### src/rtl/tmr_pkg.sv
package tmr_pkg;
    typedef enum logic {
        MODE_ONESHOT = 1'b0,
        MODE_RELOAD  = 1'b1
    } tmr_mode_e;
endpackage

### src/rtl/tmr_count.sv
module tmr_count
    import tmr_pkg::*;
#(
    parameter int CW = 31
) (
    input  logic          clk,
    input  logic          rst,
    input  logic          cnt_en,
    input  logic          ld_valid,
    input  tmr_mode_e     ld_mode,
    input  logic [CW-1:0] ld_value,
    output logic [CW-1:0] count,
    output tmr_mode_e     mode,
    output logic          expire
);
    typedef struct packed {
        logic [CW-1:0] cnt;
        logic [CW-1:0] reload;
        tmr_mode_e     mode;
        logic          expire;
    } cnt_state_t;

    localparam logic [CW-1:0] ONE = CW'(1);

    cnt_state_t st_d, st_q;

    always_comb begin
        st_d        = st_q;
        st_d.expire = 1'b0;
        if (ld_valid) begin
            st_d.cnt    = ld_value;
            st_d.reload = ld_value;
            st_d.mode   = ld_mode;
        end else if (cnt_en && (st_q.cnt != '0)) begin
            if (st_q.cnt == ONE) begin
                st_d.expire = 1'b1;
                st_d.cnt    = (st_q.mode == MODE_RELOAD) ? st_q.reload : '0;
            end else begin
                st_d.cnt = st_q.cnt - ONE;
            end
        end
    end

    always_ff @(posedge clk) begin
        if (rst) begin
            st_q <= '{cnt: '0, reload: '0, mode: MODE_ONESHOT, expire: 1'b0};
        end else begin
            st_q <= st_d;
        end
    end

    assign count  = st_q.cnt;
    assign mode   = st_q.mode;
    assign expire = st_q.expire;
endmodule

### src/rtl/tmr_port.sv
module tmr_port
    import tmr_pkg::*;
#(
    parameter int DW = 32,
    localparam int CW = DW - 1
) (
    input  logic          clk,
    input  logic          rst,
    input  logic          cyc,
    input  logic          stb,
    input  logic          we,
    input  logic [DW-1:0] wdata,
    input  tmr_mode_e     cur_mode,
    input  logic [CW-1:0] cur_count,
    output logic          ld_valid,
    output tmr_mode_e     ld_mode,
    output logic [CW-1:0] ld_value,
    output logic          ack,
    output logic          stall,
    output logic [DW-1:0] rdata
);
    typedef struct packed {
        logic          ack;
        logic [DW-1:0] rdata;
    } port_state_t;

    port_state_t pt_d, pt_q;
    logic        req;

    assign req      = cyc && stb;
    assign ld_valid = req && we;
    assign ld_mode  = tmr_mode_e'(wdata[DW-1]);
    assign ld_value = wdata[CW-1:0];

    always_comb begin
        pt_d     = pt_q;
        pt_d.ack = req;
        if (req) begin
            pt_d.rdata = {cur_mode, cur_count};
        end
    end

    always_ff @(posedge clk) begin
        if (rst) begin
            pt_q <= '{ack: 1'b0, rdata: '0};
        end else begin
            pt_q <= pt_d;
        end
    end

    assign ack   = pt_q.ack;
    assign rdata = pt_q.rdata;
    assign stall = 1'b0;
endmodule

### src/rtl/intv_timer.sv
module intv_timer
    import tmr_pkg::*;
#(
    parameter int DATA_W = 32
) (
    input  logic              clk,
    input  logic              rst,
    input  logic              cnt_en,
    input  logic              bus_cyc,
    input  logic              bus_stb,
    input  logic              bus_we,
    input  logic [DATA_W-1:0] bus_wdata,
    output logic              bus_ack,
    output logic              bus_stall,
    output logic [DATA_W-1:0] bus_rdata,
    output logic              tick_expire
);
    localparam int CW = DATA_W - 1;

    logic          ld_valid;
    tmr_mode_e     ld_mode;
    logic [CW-1:0] ld_value;
    logic [CW-1:0] cur_count;
    tmr_mode_e     cur_mode;

    tmr_port #(.DW(DATA_W)) u_port (
        .clk       (clk),
        .rst       (rst),
        .cyc       (bus_cyc),
        .stb       (bus_stb),
        .we        (bus_we),
        .wdata     (bus_wdata),
        .cur_mode  (cur_mode),
        .cur_count (cur_count),
        .ld_valid  (ld_valid),
        .ld_mode   (ld_mode),
        .ld_value  (ld_value),
        .ack       (bus_ack),
        .stall     (bus_stall),
        .rdata     (bus_rdata)
    );

    tmr_count #(.CW(CW)) u_count (
        .clk      (clk),
        .rst      (rst),
        .cnt_en   (cnt_en),
        .ld_valid (ld_valid),
        .ld_mode  (ld_mode),
        .ld_value (ld_value),
        .count    (cur_count),
        .mode     (cur_mode),
        .expire   (tick_expire)
    );
endmodule

### config.mk
export PLATFORM = sky130hd
export DESIGN_NAME = intv_timer
export DESIGN_NICKNAME = d
export VERILOG_FILES = /design/src/rtl/tmr_pkg.sv /design/src/rtl/tmr_count.sv /design/src/rtl/tmr_port.sv /design/src/rtl/intv_timer.sv
export SDC_FILE = /design/constraint.sdc
export NUM_CORES = 1
export LEC_CHECK = 0
export BUFFER_PORTS_ARGS = -buffer_cell sky130_fd_sc_hd__buf_4
export CAP_MARGIN = 20
export CORE_UTILIZATION = 43
export DETAILED_ROUTE_END_ITERATION = 7
export PLACE_DENSITY = 0.65
export SLEW_MARGIN = 20
export SYNTH_ARGS = -nofsm -noshare
export SYNTH_HDL_FRONTEND = slang
export SYNTH_SLANG_ARGS = --single-unit
### constraint.sdc
create_clock -name clk -period 3.7 [get_ports clk]
set_clock_uncertainty 0.2 [all_clocks]
set_input_delay 0.185 -clock clk [delete_from_list [all_inputs] [get_ports clk]]
set_output_delay 0.185 -clock clk [all_outputs]
set_load 0.02 [all_outputs]
==> summary.txt <==
CTS
  • H-tree depth: 3
  • TritonCTS clock tree: yes
  • CTS sink cnt: 97
  • Worst-Skew Late Latency: 370 ps
  • Max Buffers Root-to-Sink: 2
  • Clock transition at path regs: 100 ps
  • Num CTS Buffers: 9
  • Root Buffer: clkbuf_8

Floorplan
  • Core ar.: 9955 um2
  • Die H: 104.3 um
  • Die W: 104.3 um
  • Initial Util: 0.4516
  • Num rows: 36
  • I/O pin count: 73
  • Die ar.: 10,870 um2

Critical path
  • Setup crit end kind: register
  • CP max FO: 17
  • Setup crit start kind: register
  • Critical Path AT: 3280 ps
  • R2r setup slk: 480 ps
  • Critical path class: reg -> reg
  • CP required: 3760 ps

Synthesis
  • #FFs+latches synth: 97
  • Syn Area/Cell: 7.738 um2
  • Area contributors post-synth: dfxtp_1 (43%), nand2_1 (13%), a21oi_1 (10%)
  • Cell Area, Synth: 4496 um2
  • Seq/Total Area, Yosys: 0.4320
  • Post-synth top area share: 0.4320
  • Synth area leader: dfxtp_1
  • Ys Warns: 0
  • Post-synthesis net count: 621
  • Post-Syn Instances: 581
  • Count of different cell masters after synthesis: 58

Cells and area
  • Layout cells sized above 1: 0.1699
  • Commonest cells after routing, fill and taps aside: nand2_1 (157), dfxtp_1 (97), a21oi_1 (90)
  • Synth-to-Final Area Change: 25.30%
  • Post-Layout Cell Count: 810
  • Fill count: 930
  • Core Util, Final: 0.5659
  • Ant diodes: 0
  • Fin nets: 712
  • Commonest non-fill, non-tap cell in the layout: nand2_1

GRT
  • Initial antenna violation count: 0
  • GR Util All Layers: 0.2559
  • Number of global-route vias before repair: 4,435
  • First-pass GRT wire length: 22,360 um
  • Grt total ovfl: 0
  • Largest net degree at the start of global routing: 52

Flow run
  • MaxCap Viol Count: 0

Timing
  • Period utilization: 0.8705
  • Worst-margin pin slew: 1025 ps
  • Endpoints failing setup: 0
  • Max frequency: 0.3105 GHz
  • Slew margin rel.: 0.3150
  • Hold Vio Cnt, Final: 0
  • Minimum clock period after layout: 3221 ps
  • Slew Limit Fails: 0
  • Setup TNS: 0 ps
  • Unrepaired setup endpoints after global routing: no

Min path
  • Worst Hold Class: in -> reg

Power
  • P_leak: 2.092 nW
  • Power Total: 0.003398 W
  • VDD IR-drop max: 0.2405 mV
  • P per Cell Area: 603.3 nW/um2

Drt
  • Total vias in the final route: 4,679
  • Detailed-router iteration count before antenna repair: 5
  • DRC errors left: 0
  • DR WL/cell: 16.64 um
  • Post-route antenna net violation count: 0
  • DRT Wirelength: 13,480 um
  • DR vias/cell: 5.777
  • DRT iter0 DRCs: 266

Place
  • Input/output buffers: 71
  • Dpl cells: 761
  • GP Congestion: 0.8977
  • DP Wirelength: 9152 um

Run status
  • Status: finished clean
-- registers in the layout (all words and copies together), names as in the netlist --
name,flops
u_port.rdata,32
u_count.count,31
u_count.st_q,31
u_count.expire,1
u_count.mode,1
u_port.ack,1
-- cells by family after synthesis --
| kind of cell | Yosys count | synth area share |
|---|---|---|
| adders and majority gates | 2 | 0.005565 |
| buffers and inverters | 42 | 0.04258 |
| AOI/OAI and AO/OA | 186 | 0.2627 |
| DFF | 97 | 0.4320 |
| other | 1 | 0.0008342 |
| and+or+nand+nor | 252 | 0.2541 |
| muxes | 1 | 0.002227 |
-- final cells by class --
type | count | area, um2 | area share
Multi-Input combinational cell | 442 | 2364 | 0.4196
Sequential cell | 97 | 1942 | 0.3447
Timing Repair Buffer | 119 | 975.9 | 0.1733
Clock buffer | 12 | 145.1 | 0.02577
Tap cell | 133 | 166.4 | 0.02954
Clock inverter | 4 | 28.78 | 0.005109
Inverter | 3 | 11.26 | 0.001999
-- worst paths after layout --
path,startpoint,end,cells past startpoint
setup / recovery,u_count.count[12],u_count.count[4],6
hold / removal,rst,u_port.rdata[16],2
setup reg to reg,u_count.count[12],u_count.count[4],6
hold reg to reg,u_port.rdata[5],u_port.rdata[5],2
-- repair_timing --
action	CTS	global route
gates resized for setup	0	0
hold buffers	33	0
buffers inserted	0	0
endpoints found under the hold margin	40	0
-- through the flow --
step	hold slack, ps	setup slack, ps	cell area, um2
6_report	85.16	479.0	5633
5_1_grt	101.0	246.6	5633
4_1_cts	84.49	544.8	5632
3_5_place_dp	247.6	564.7	5127
3_3_place_gp	238.8	731.6	5127
2_1_floorplan	103.3	1037	4496
-- cells in the mapped netlist, drive strengths merged --
cell,number
o31a,7
nor4,4
or3,4
nor3b,1
and4,2
o21a,2
nand2b,2
dfxtp,97
inv,3
clkbuf,24
o22ai,10
or4b,1
a221oi,3
nor3,19
a21boi,5
nand3,16
nand4,4
nand3b,1
a31oi,7
nand2,157
nor2,27
and3,5
buf,15
a21o,2
a211oi,5
conb,1
nor4b,2
or4,3
o41ai,1
a32o,4
o211ai,7
and2,3
a21oi,90
mux2i,1
a22o,8
a311oi,1
ha,2
nand4b,1
o31ai,8
o21ai,24
a31o,2
-- metal layers --
metal,wire [um],track usage,share of wire
met1,5999,0.3490,0.45
met4,250,0.07755,0.019
met3,990,0.03195,0.073
met5,0,0,0
met2,6238,0.4210,0.46
-- critical path, cell delays in order, from the launching register on --
cell	delay (ps)
dfxtp_1	380
nor4_1	850
nand4_1	420
o31ai_4	300
a21o_1	610
buf_4	250
o21ai_0	80
-- where the power goes --
part | total [W] | switching (W) | internal [W]
Clock | 0.000639 | 0.000375 | 0.000264
Combinational | 0.00142 | 0.000882 | 0.000539
Sequential | 0.00134 | 0.000166 | 0.00117
(Power assumes the default switching activity.)
